<file path="src/rtl/ulps_seq.sv">
module ulps_seq #(
  parameter int CLK_KHZ    = 250000,
  parameter int POLL_LIMIT = 4096,
  parameter int MAX_LANES  = 2
) (
  input  logic        clk,
  input  logic        rst_n,
  input  logic        cmd_valid,
  input  logic        cmd_exit,
  input  logic        cmd_clk,
  input  logic [2:0]  lane_req,
  input  logic [15:0] stat,
  output logic [3:0]  ctrl,
  output logic [1:0]  lane_field,
  output logic        busy,
  output logic        done,
  output logic [1:0]  err
);
  localparam int CNT_MAX = (CLK_KHZ > POLL_LIMIT) ? CLK_KHZ : POLL_LIMIT;
  localparam int CW = $clog2(CNT_MAX + 1);
  localparam logic [2:0] LANE_CAP = 3'(MAX_LANES);
  localparam logic [CW-1:0] POLL_END = CW'(POLL_LIMIT - 1);
  localparam logic [CW-1:0] HOLD_END = CW'(CLK_KHZ - 1);
  localparam logic [1:0] E_OK = 2'd0, E_PLL = 2'd1, E_TO = 2'd2;

  typedef enum logic [1:0] {S_IDLE, S_POLL, S_HOLD} st_t;

  st_t            st;
  logic [CW-1:0]  cnt;
  logic           on_clk;
  logic [2:0]     lanes_c;
  logic [15:0]    mask;
  logic           hit;

  assign lanes_c = (lane_req == 3'd0) ? 3'd1 :
                   (lane_req > LANE_CAP) ? LANE_CAP : lane_req;

  assign mask = on_clk ? 16'h0008 :
                (16'h0020
                 | ((lane_field >= 2'd1) ? 16'h0100 : 16'h0000)
                 | ((lane_field >= 2'd2) ? 16'h0400 : 16'h0000)
                 | ((lane_field == 2'd3) ? 16'h1000 : 16'h0000));

  assign hit  = (stat & mask) == mask;
  assign busy = (st != S_IDLE);

  always_ff @(posedge clk or negedge rst_n) begin
    if (!rst_n) begin
      st         <= S_IDLE;
      cnt        <= '0;
      on_clk     <= 1'b0;
      ctrl       <= 4'h0;
      lane_field <= 2'd0;
      done       <= 1'b0;
      err        <= E_OK;
    end else begin
      done <= 1'b0;
      case (st)
        S_IDLE: if (cmd_valid) begin
          lane_field <= 2'(lanes_c - 3'd1);
          on_clk     <= cmd_clk;
          if (!cmd_exit) begin
            ctrl <= ctrl | (cmd_clk ? 4'b0001 : 4'b0100);
            done <= 1'b1;
            err  <= E_OK;
          end else if (!stat[0]) begin
            done <= 1'b1;
            err  <= E_PLL;
          end else begin
            ctrl <= ctrl | (cmd_clk ? 4'b0010 : 4'b1000);
            err  <= E_OK;
            cnt  <= '0;
            st   <= S_POLL;
          end
        end
        S_POLL: begin
          if (hit) begin
            cnt <= '0;
            st  <= S_HOLD;
          end else if (cnt == POLL_END) begin
            done <= 1'b1;
            err  <= E_TO;
            st   <= S_IDLE;
          end else begin
            cnt <= cnt + CW'(1);
          end
        end
        S_HOLD: begin
          if (cnt == HOLD_END) begin
            done <= 1'b1;
            st   <= S_IDLE;
            if (hit) begin
              ctrl <= ctrl & (on_clk ? 4'b1100 : 4'b0011);
              err  <= E_OK;
            end else begin
              err  <= E_TO;
            end
          end else begin
            cnt <= cnt + CW'(1);
          end
        end
        default: st <= S_IDLE;
      endcase
    end
  end
endmodule

</file>
<file path="config.mk">
export PLATFORM = sky130hd
export DESIGN_NAME = ulps_seq
export DESIGN_NICKNAME = d
export VERILOG_FILES = /design/src/rtl/ulps_seq.sv
export SDC_FILE = /design/constraint.sdc
export NUM_CORES = 1
export LEC_CHECK = 0
export ABC_AREA = 1
export BUFFER_PORTS_ARGS = -buffer_cell sky130_fd_sc_hd__buf_4
export CORE_ASPECT_RATIO = 1.4
export CORE_MARGIN = 5
export CORE_UTILIZATION = 57
export DETAILED_ROUTE_END_ITERATION = 8
export HOLD_SLACK_MARGIN = 0.05
export PLACE_DENSITY_LB_ADDON = 0.25
export SYNTH_ARGS = -nofsm -noshare
export SYNTH_HDL_FRONTEND = slang
export SYNTH_SLANG_ARGS = --single-unit
</file>
<file path="constraint.sdc">
create_clock -name clk -period 2.1 [get_ports clk]
set_input_delay 0.21 -clock clk [delete_from_list [all_inputs] [get_ports clk]]
set_output_delay 0.21 -clock clk [all_outputs]
set_load 0.02 [all_outputs]
</file>
==> run summary, run 1 <==
===============================================================================================
Leading cell type by number of instances after synthesis .........................      nand2_1
Top cell type's share of synthesized area ........................................        0.342
Post-layout power ................................................................      2560 uW
Leading post-synthesis cells by cell area ........................................ dfrtp_1, nand2_1, nor2_1
Most common library cells after synthesis ........................................ nand2_1, nor2_1, inv_1
Final weighted congestion in routability-driven placement ........................        0.893
Top cell type by total area after synthesis ......................................      dfrtp_1
Most crowded layer after global routing ..........................................         met2
H-tree depth reported by CTS .....................................................            2
Slew Limit Fails .................................................................            0
Signal arrival time at the worst endpoint ........................................      2.13 ns
Run status .......................................................................    completed
Detailed placement HPWL ..........................................................      3580 um
Final TNS setup ..................................................................         0 ns
Synth Instances ..................................................................          343
Hold Crit Depth ..................................................................            3
Routing usage on met3 ............................................................       0.0553
Number of inserted diodes ........................................................            0
Cell chosen for the clock root ...................................................     clkbuf_8
Count of instances resized after the clock tree is built .........................            0
Post-layout minimum cycle time ...................................................      1.90 ns
Per-cell routed wire length ......................................................      12.2 um
Number of synthesized flops with an enable pin ...................................            0
Row cnt ..........................................................................           26
Fraction of final layout cells with drive strength greater than 1 ................        0.135
Reported max-cap violation count .................................................            0
Peak supply drop .................................................................   0.000727 V
Number of buffers added by the clock tree synthesis step .........................            5
Utilization of the core after routing ............................................        0.679
Transition time at the pin with the least slew margin ............................     0.457 ns
Clock input transition at the sequential cells of the worst setup and hold paths .      0.07 ns
Post-Syn Area per Cell ...........................................................   6.41 sq um
Warning count from the yosys run .................................................            0
Hold WC Path Type ................................................................    in -> reg
First-pass GRT wire length .......................................................      9030 um
Static leakage ...................................................................   0.00136 uW
GR met2 Demand/Resource ..........................................................        0.377
Dominant register cell in the synthesized netlist ................................      dfrtp_1
DRC violation count after routing ................................................            0
Largest fanout of any net on the critical path ...................................           18
Launching element type of the critical path ......................................    flip-flop
Die width ........................................................................      62.5 um
Aggregate global routing overflow ................................................            0
Buffers added on ports ...........................................................           22
Met1 demand-to-capacity share in global routing ..................................        0.222
Net total in the final layout ....................................................          399
Power Dens Cells ................................................................. 1030 nW/um^2
First-pass DRT Iterations ........................................................            4
Async set or reset register ratio after synthesis ................................         1.00
Design Area, Final ...............................................................   2500 sq um
Portion of the post-synthesis area used by sequential elements ...................        0.342
Synthesis-to-finish area growth ..................................................        13.6%
Number of sinks on the clock net .................................................           30
Final hold violations ............................................................            0
Clock Skew .......................................................................   0.00807 ns
Total setup violations reported at the end of the flow ...........................            0
Global-route usage over all layers ...............................................        0.208
Unrepaired setup endpoints after global routing ..................................        false
Worst hold slack across all endpoints ............................................     0.192 ns
Clock Tree Buf Depth .............................................................            2
Endpoint type of the worst setup path ............................................    flip-flop
Final wirelength .................................................................      5050 um
Via count ........................................................................         2154
Data required time of the worst path .............................................      2.32 ns
Classification of the worst setup path ...........................................   reg -> reg
Number of nets with antenna violations after routing .............................            0
Area of the placeable core .......................................................   3680 sq um
Floorplan die area ...............................................................   5210 sq um
Maximum clock rate ...............................................................      525 MHz
Starting density of the core .....................................................        0.598
Initial antenna violation count ..................................................            0
Nets in the synthesized netlist ..................................................          372
CTS tree .........................................................................        built
Number of ports placed on the die boundary .......................................           34
First DRT Iteration DRCs .........................................................          153
Flop and latch count out of synthesis ............................................           30
Cell count of the worst reg-to-reg path ..........................................            9
Vias per std cell ................................................................         5.22
Post-placement cell area .........................................................   2390 sq um
Largest net degree at the start of global routing ................................           31
Total of fill cells in the finished design .......................................          334
Insertion delay to the later sink of the worst-skew pair .........................      0.29 ns
Relative slew margins ............................................................        0.695
Y dimension of the die ...........................................................      83.5 um
Synth Cell Area ..................................................................   2200 sq um
Share of the clock period used by the worst path .................................        0.907
Post-synth cell types ............................................................           28
Via count of the first global-routing pass .......................................         2061
===============================================================================================
## through the flow
stage	instances	setup WS, ns
final	413	0.196
after floorplan	343	0.402
after global placement	404	0.312
after CTS	413	0.220
after global routing	413	0.0344
after detailed placement	404	0.246
## routing by layer
metal,up-vias,wire length [um]
met5,-,0
met4,0,71
met3,8,269
met2,60,2630
met1,962,2080
li1,1124,-
## flip-flops by register name (all words and copies together), names as in the netlist
| signal | count |
|---|---|
| cnt | 18 |
| ctrl | 4 |
| done | 1 |
| err | 2 |
| lane_field | 2 |
| on_clk | 1 |
| st | 2 |
## cell usage in the layout (no fill, tap or decap), types with 3 or more instances in the layout
master	n
o21bai_1	4
clkbuf_8	6
nor2_2	3
nor2_1	46
ha_1	5
nand3_1	33
dfrtp_1	30
nand2_1	137
nand4_1	5
o21ai_0	8
inv_1	35
buf_4	25
nand2_2	4
a21oi_1	11
## worst max-delay path, stage by stage (launching register included)
cell     delay, ns
dfrtp_1       0.42
inv_1         0.09
ha_1          0.23
inv_1         0.14
nor2_1        0.05
nor2_1        0.17
nand2_1       0.14
nor2_4        0.41
nand2_1       0.10
nand2_1       0.08
## layout make-up
cell class / instances / area, sq um / area share
Inverter: 36 / 135 / 0.0541
Multi-Input combinational cell: 271 / 1270 / 0.508
Clock buffer: 7 / 86.3 / 0.0346
Sequential cell: 30 / 751 / 0.301
Clock inverter: 1 / 5.00 / 0.00201
Tap cell: 42 / 52.6 / 0.0211
Timing Repair Buffer: 26 / 198 / 0.0792
## repair_timing
| item | 4_1_cts | 5_1_grt |
|---|---|---|
| hold endpoints to repair | 30 | 0 |
| buffers inserted | 0 | 0 |
| hold buffers | 1 | 0 |
## path summary, 6_finish.rpt
path | endpoint | startpoint | slack (ns)
min reg2reg | err[0] | err[0] | 0.48
max reg2reg | cnt[8] | st[0] | 0.20
min | lane_field[0] | lane_req[2] | 0.19
max in group asynchronous | cnt[12] | rst_n | 1.42
min in group asynchronous | cnt[0] | rst_n | 0.39
max | cnt[8] | st[0] | 0.20
## power breakdown
group / switching, uW / leakage [uW] / internal [uW]
Clock: 226 / 0.0000482 / 264
Combinational: 900 / 0.000901 / 407
Sequential: 89.8 / 0.000407 / 674
## kinds of logic after synthesis
group                      synth area share
and+or+nand+nor                       0.470
AOI/OAI and AO/OA                    0.0786
DFF                                   0.342
buffers and inverters                0.0809
adders and majority gates            0.0285
Note: power is estimated with default switching activity, not from simulation.
==> run 2, diff against run 1 <==
ABC_AREA = unset   (was 1)
CORE_UTILIZATION = 55   (was 57)
PLACE_DENSITY = 0.79   (was unset)
PLACE_DENSITY_LB_ADDON = unset   (was 0.25)
==> run summary, run 2 <==
===============================================================================================
Hold Crit Depth ..................................................................            3   unchanged
Global-route usage over all layers ...............................................        0.249   +0.0407
Warning count from the yosys run .................................................            0   unchanged
Worst hold slack across all endpoints ............................................     0.214 ns   +0.0218 ns
Row cnt ..........................................................................           25   -3.8%
Relative slew margins ............................................................        0.726   +0.0313
Reported max-cap violation count .................................................            0   unchanged
Number of inserted diodes ........................................................            0   unchanged
Static leakage ...................................................................   0.00116 uW   -15%
Count of non-filler cells in the finished layout .................................          303   -27%
Via count of the first global-routing pass .......................................         1906   -7.5%
Area of the placeable core .......................................................   3320 sq um   -9.8%
Buffers added on ports ...........................................................           22   unchanged
Die width ........................................................................      59.0 um   -5.5%
Leading post-synthesis cells by cell area ........................................ dfrtp_1, o21ai_0, a22o_1
First-pass DRT Iterations ........................................................            4   unchanged
Via count ........................................................................         1901   -12%
Number of cells in the design after placement ....................................          287   -29%
Synth Instances ..................................................................          200   -42%
Clock input transition at the sequential cells of the worst setup and hold paths .      0.07 ns   about the same
Endpoint, Worst Hold ............................................................. lane_field[0]
Cell with the largest stage delay on the worst path ..............................        or4_1
Failing checks ................................................................... setup timing
Largest reg by FF count ..........................................................          cnt
Aggregate global routing overflow ................................................            0   unchanged
Slack of the worst reg-to-reg path ...............................................     -0.15 ns   -0.34 ns
Slew Limit Fails .................................................................            0   unchanged
Post-synth cell types ............................................................           48   +71%
Maximum clock rate ...............................................................      445 MHz   -15%
Portion of the post-synthesis area used by sequential elements ...................        0.406   +0.0640
Per-cell routed wire length ......................................................      18.3 um   +50%
Launching element type of the critical path ......................................    flip-flop
Unrepaired setup endpoints after global routing ..................................         true
Largest fanout of any net on the critical path ...................................            6   -12
Insertion delay to the later sink of the worst-skew pair .........................      0.29 ns   about the same
DRC violation count after routing ................................................            0   unchanged
Final wirelength .................................................................      5560 um   +10%
Transition time at the pin with the least slew margin ............................     0.411 ns   -0.0459 ns
Share of the clock period used by the worst path .................................         1.07   +0.163
Peak supply drop .................................................................   0.000697 V   -4.2%
Cell count of the worst reg-to-reg path ..........................................            5   -4
Number of buffers added by the clock tree synthesis step .........................            5   unchanged
Final TNS setup ..................................................................     -1.66 ns   -1.66 ns
Power Dens Cells ................................................................. 1090 nW/um^2   +6.2%
H-tree depth reported by CTS .....................................................            2   unchanged
Total setup violations reported at the end of the flow ...........................           22   +22
Flop and latch count out of synthesis ............................................           30   unchanged
Worst path setup slack after routing .............................................    -0.147 ns   -0.343 ns
Vias per std cell ................................................................         6.27   +20%
Y dimension of the die ...........................................................      78.6 um   -5.8%
Post-Syn Area per Cell ...........................................................   9.25 sq um   +44%
Hold WC Path Type ................................................................    in -> reg
Cells along the critical path .................................................... or4_1 > or4_4 > o221ai_4 > nor2_4 > a221o_1
Cell chosen for the clock root ...................................................     clkbuf_8
Fraction of final layout cells with drive strength greater than 1 ................        0.346   +0.211
Most common library cells after synthesis ........................................ dfrtp_1, o21ai_0, nand2_1
Detailed placement HPWL ..........................................................      3760 um   +5.1%
Highest cell delay on the worst timing path ......................................      0.54 ns   +0.12 ns
Top cell type's share of synthesized area ........................................        0.406   +0.0640
Data required time of the worst path .............................................      2.27 ns   -0.05 ns
Classification of the worst setup path ...........................................   reg -> reg
Max reg flops ....................................................................           18   unchanged
Number of ports placed on the die boundary .......................................           34   unchanged
Number of nets with antenna violations after routing .............................            0   unchanged
First-pass GRT wire length .......................................................      8750 um   -3.1%
Initial antenna violation count ..................................................            0   unchanged
Commonest cells after routing, fill and taps aside ............................... buf_4, dfrtp_1, nand2_1, nor2_1, o21ai_0
Total of fill cells in the finished design .......................................          253   -24%
Final hold violations ............................................................            0   unchanged
Reg-to-reg endpoint ..............................................................       cnt[8]
Dominant register cell in the synthesized netlist ................................      dfrtp_1
Leading cell type by number of instances after synthesis .........................      dfrtp_1
Clock Tree Buf Depth .............................................................            2   unchanged
First DRT Iteration DRCs .........................................................          138   -9.8%
Synth Cell Area ..................................................................   1850 sq um   -16%
Post-layout minimum cycle time ...................................................      2.25 ns   +0.343 ns
Starting density of the core .....................................................        0.558   -0.0396
Startpoint of the worst register-to-register path ................................       cnt[6]
Pre-CTS WS .......................................................................    -0.167 ns   -0.413 ns
Post-placement cell area .........................................................   2260 sq um   -5.5%
Regs by FF count ................................................................. cnt: 18 flops, ctrl: 4 flops
Net total in the final layout ....................................................          291   -27%
Run status ....................................................................... finished with violations
Async set or reset register ratio after synthesis ................................         1.00   unchanged
Top cell type by total area after synthesis ......................................      dfrtp_1
Number of sinks on the clock net .................................................           30   unchanged
Hold Path Origin .................................................................  lane_req[2]
Largest net degree at the start of global routing ................................           31   unchanged
Number of synthesized flops with an enable pin ...................................            0   unchanged
Design Area, Final ...............................................................   2480 sq um   -0.45%
CTS tree .........................................................................        built
Final weighted congestion in routability-driven placement ........................        0.874   -2.2%
Signal arrival time at the worst endpoint ........................................      2.42 ns   +0.29 ns
Synthesis-to-finish area growth ..................................................        34.3%
Nets in the synthesized netlist ..................................................          229   -38%
Endpoint type of the worst setup path ............................................    flip-flop
Commonest non-fill, non-tap cell in the layout ...................................        buf_4
Floorplan die area ...............................................................   4640 sq um   -11%
Clock Skew .......................................................................   0.00583 ns   -0.00224 ns
===============================================================================================
[run 2: cell count changes after synthesis, moves of 4 or more]
cell,previous run,this run
inv_1,35,10
a21o_1,0,5
o21ai_0,8,18
nor3_1,1,7
nand2_2,4,0
nand2_1,137,15
nor2b_1,0,5
nand3_1,33,9
a31oi_1,0,4
buf_6,1,5
nor2_1,46,14
a22o_1,0,10
[run 2: logic make-up (layout without fill, tap and decap cells)]
kind of cell / after synthesis / in the layout / synth area share
and+or+nand+nor: 74 / 75 / 0.206
muxes: 2 / 2 / 0.0122
buffers and inverters: 18 / 80 / 0.0575
DFF: 30 / 30 / 0.406
adders and majority gates: 5 / 5 / 0.0338
AOI/OAI and AO/OA: 71 / 71 / 0.285
[run 2: metal layers]
| layer | GRT usage | part of all wire | routed length, um | up-vias |
|---|---|---|---|---|
| met5 | 0 | 0 | 0 | - |
| met4 | 0.152 | 0.053 | 295 | 0 |
| met3 | 0.0444 | 0.065 | 360 | 29 |
| met2 | 0.447 | 0.53 | 2950 | 100 |
| met1 | 0.256 | 0.35 | 1950 | 906 |
| li1 | - | - | - | 866 |
[run 2: area by class of cell]
| cell class | count | area (sq um) | area share |
|---|---|---|---|
| Inverter | 10 | 37.5 | 0.0151 |
| Timing Repair Buffer | 62 | 472 | 0.190 |
| Clock buffer | 7 | 86.3 | 0.0347 |
| Tap cell | 40 | 50.0 | 0.0201 |
| Sequential cell | 30 | 751 | 0.302 |
| Multi-Input combinational cell | 153 | 1080 | 0.436 |
| Clock inverter | 1 | 5.00 | 0.00201 |
[run 2: worst max-delay path by stage]
stage / startpoint / endpoint / slack, ns
2_1_floorplan: cnt[6] / err[0] / -0.09
3_3_place_gp: cnt[6] / err[1] / -0.11
3_5_place_dp: cnt[0] / cnt[8] / -0.17
4_1_cts: cnt[6] / err[1] / -0.13
5_1_grt: cnt[0] / err[1] / -0.20
6_report: cnt[6] / cnt[8] / -0.15
[run 2: worst max-delay path: cells and delay by family (launching register included)]
family,cells,cell delay [ns]
flip-flops,1,0.38
AND/OR/NAND/NOR,3,1.17
AO/OA/AOI/OAI,2,0.58
[run 2: where the power goes]
group          switching [uW]  leakage (uW)  internal, uW
Clock                     219     0.0000482           264
Combinational             832      0.000706           635
Sequential               78.1      0.000402           679
[run 2: what timing repair did]
item                                    CTS  global route
resized for setup                        11            11
hold buffers                              1             0
endpoints found under the hold margin    30             0
endpoints found under the setup margin   24            26
gates cloned                              1             1
pin swaps                                 6             9
buffers inserted                          2             4
[run 2: metrics by stage]
stage          power (uW)   util
2_1_floorplan        1630      -
4_1_cts              2650  0.728
3_3_place_gp         2020  0.683
3_5_place_dp         2090  0.683
6_report             2710  0.749
5_1_grt              2850  0.749
==> run 3, diff against run 2 <==
BUFFER_PORTS_ARGS = unset   (was -buffer_cell sky130_fd_sc_hd__buf_4)
CORE_UTILIZATION = 60   (was 55)
DONT_BUFFER_PORTS = 1   (was unset)
PLACE_DENSITY = 0.76   (was 0.79)
==> run summary, run 3 (same netlist as run 2, synthesis figures left out) <==
===============================================================================================
Run status ....................................................................... finished with violations
Failing checks ................................................................... setup timing
Regs by FF count ................................................................. cnt: 18 flops, ctrl: 4 flops
Via count ........................................................................         1829   -3.8%
Vias per std cell ................................................................         6.49   +3.4%
Endpoint type of the worst setup path ............................................    flip-flop
Synthesis-to-finish area growth ..................................................        29.3%
Reported max-cap violation count .................................................            0   unchanged
Number of buffers added by the clock tree synthesis step .........................            5   unchanged
Starting density of the core .....................................................        0.637   +0.0786
Cell with the largest stage delay on the worst path ..............................        or4_4
Static leakage ...................................................................   0.00108 uW   -6.7%
Total setup violations reported at the end of the flow ...........................           25   +14%
Number of ports placed on the die boundary .......................................           34   unchanged
Slew Limit Fails .................................................................            0   unchanged
Max reg flops ....................................................................           18   unchanged
Power Dens Cells ................................................................. 1120 nW/um^2   +2.5%
DRC violation count after routing ................................................            0   unchanged
Per-cell routed wire length ......................................................      19.0 um   +3.8%
Final wirelength .................................................................      5370 um   -3.4%
Cell count along the critical path ...............................................            4   -1
Buffers added on ports ...........................................................            0   -100%
Critical path buffers and inverters ..............................................            0   unchanged
Largest net degree at the start of global routing ................................           31   unchanged
Peak supply drop .................................................................   0.000922 V   +32%
Count of non-filler cells in the finished layout .................................          282   -6.9%
Clock Tree Buf Depth .............................................................            2   unchanged
Largest fanout of any net on the critical path ...................................            5   -1
Y dimension of the die ...........................................................      75.7 um   -3.7%
CTS tree .........................................................................        built
First-pass DRT Iterations ........................................................            4   unchanged
Insertion delay to the later sink of the worst-skew pair .........................      0.28 ns   about the same
Worst path setup slack after routing .............................................    -0.181 ns   -0.0342 ns
Via count of the first global-routing pass .......................................         1864   -2.2%
Post-layout power ................................................................      2670 uW   -1.3%
Classification of the worst setup path ...........................................   reg -> reg
Signal arrival time at the worst endpoint ........................................      2.45 ns   +0.03 ns
Number of inserted diodes ........................................................            0   unchanged
Commonest cells after routing, fill and taps aside ............................... buf_4, dfrtp_1, nand2_1, nor2_1, o21ai_0
Maximum clock rate ...............................................................      438 MHz   -1.5%
Net total in the final layout ....................................................          273   -6.2%
Cell chosen for the clock root ...................................................     clkbuf_8
First DRT Iteration DRCs .........................................................          109   -21%
Fraction of final layout cells with drive strength greater than 1 ................        0.310   -0.0358
Global-route usage over all layers ...............................................        0.263   +0.0145
Aggregate global routing overflow ................................................            0   unchanged
Transition time at the pin with the least slew margin ............................     0.460 ns   +0.0485 ns
Share of the clock period used by the worst path .................................         1.09   +0.0163
Final hold violations ............................................................            0   unchanged
Clock Skew .......................................................................   0.00170 ns   -0.00414 ns
Row cnt ..........................................................................           23   -8.0%
Unrepaired setup endpoints after global routing ..................................         true
Post-placement cell area .........................................................   2130 sq um   -5.9%
Commonest non-fill, non-tap cell in the layout ...................................        buf_4
Cell count of the worst reg-to-reg path ..........................................            4   -1
Post-layout minimum cycle time ...................................................      2.28 ns   +0.0342 ns
Detailed placement HPWL ..........................................................      3560 um   -5.4%
Number of sinks on the clock net .................................................           30   unchanged
Floorplan die area ...............................................................   4310 sq um   -7.1%
Hold Crit Depth ..................................................................            2   -1
Number of nets with antenna violations after routing .............................            0   unchanged
H-tree depth reported by CTS .....................................................            2   unchanged
Data required time of the worst path .............................................      2.27 ns   about the same
Die width ........................................................................      56.9 um   -3.5%
Clock input transition at the sequential cells of the worst setup and hold paths .      0.06 ns   about the same
Hold WC Path Type ................................................................    in -> reg
Relative slew margins ............................................................        0.694   -0.0323
Highest cell delay on the worst timing path ......................................      0.55 ns   about the same
Launching element type of the critical path ......................................    flip-flop
Kind of cell adding the most delay to the critical path .......................... simple AND/OR/NAND/NOR gates
Largest reg by FF count ..........................................................          cnt
Utilization of the core after routing ............................................        0.823   +0.0736
Final weighted congestion in routability-driven placement ........................        0.909   +4.1%
Design Area, Final ...............................................................   2390 sq um   -3.7%
First-pass GRT wire length .......................................................      8560 um   -2.2%
Initial antenna violation count ..................................................            0   unchanged
Cells along the critical path .................................................... or4_4 > or4_4 > a221oi_4 > mux2_4
Most numerous cell on the critical path ..........................................        or4_4
Number of cells in the design after placement ....................................          265   -7.7%
Final TNS setup ..................................................................     -3.32 ns   -1.66 ns
Area of the placeable core .......................................................   2910 sq um   -12%
===============================================================================================
## run 3: where the power goes
group	internal [uW]	switching, uW
clock network	264	220
logic	614	733
registers	678	162
## run 3: layout make-up
type,instances,area (sq um)
clock buffers,7,86.3
clock inverters,1,5.00
fillers,188,514
inverters,10,37.5
multi-input cells,152,1090
flip-flops and latches,30,751
well taps,37,46.3
repair buffers,45,380
## run 3: final timing paths
check                      startpoint             to  slack [ns]
max                            cnt[8]         err[1]       -0.18
min in group asynchronous       rst_n  lane_field[1]        0.38
min                           cmd_clk         on_clk        0.12
max in group asynchronous       rst_n         err[1]        1.55
min reg2reg                   cnt[17]        cnt[17]        0.60
max reg2reg                    cnt[8]         err[1]       -0.18
## run 3: worst register-to-register path: stages, from the launching register on
cell and delay [ns]:
dfrtp_1 0.40, or4_4 0.55, or4_4 0.51, a221oi_4 0.38, mux2_4 0.34
## run 3: repair_timing
| item | in CTS | in global routing |
|---|---|---|
| endpoints found under the hold margin | 30 | 0 |
| pin swaps | 9 | 8 |
| gates resized for setup | 22 | 6 |
| cloned | 1 | 0 |
| hold buffers | 2 | 0 |
| setup endpoints to repair | 25 | 26 |
| setup buffers | 3 | 4 |
## run 3: metal layers
metal  global-route usage  up-vias  share of wire
met1                0.263      889           0.36
met2                0.494       78           0.53
li1                     -      835              -
met5                    0        -              0
met4                0.157        0          0.051
met3               0.0627       27          0.056
## run 3: per-stage QoR
stage	hold slack (ns)	setup slack, ns
floorplan	-0.0856	-0.0895
global placement	-0.0849	-0.117
detailed placement	-0.0848	-0.170
CTS	0.115	-0.162
global route	0.104	-0.225
finish	0.118	-0.181
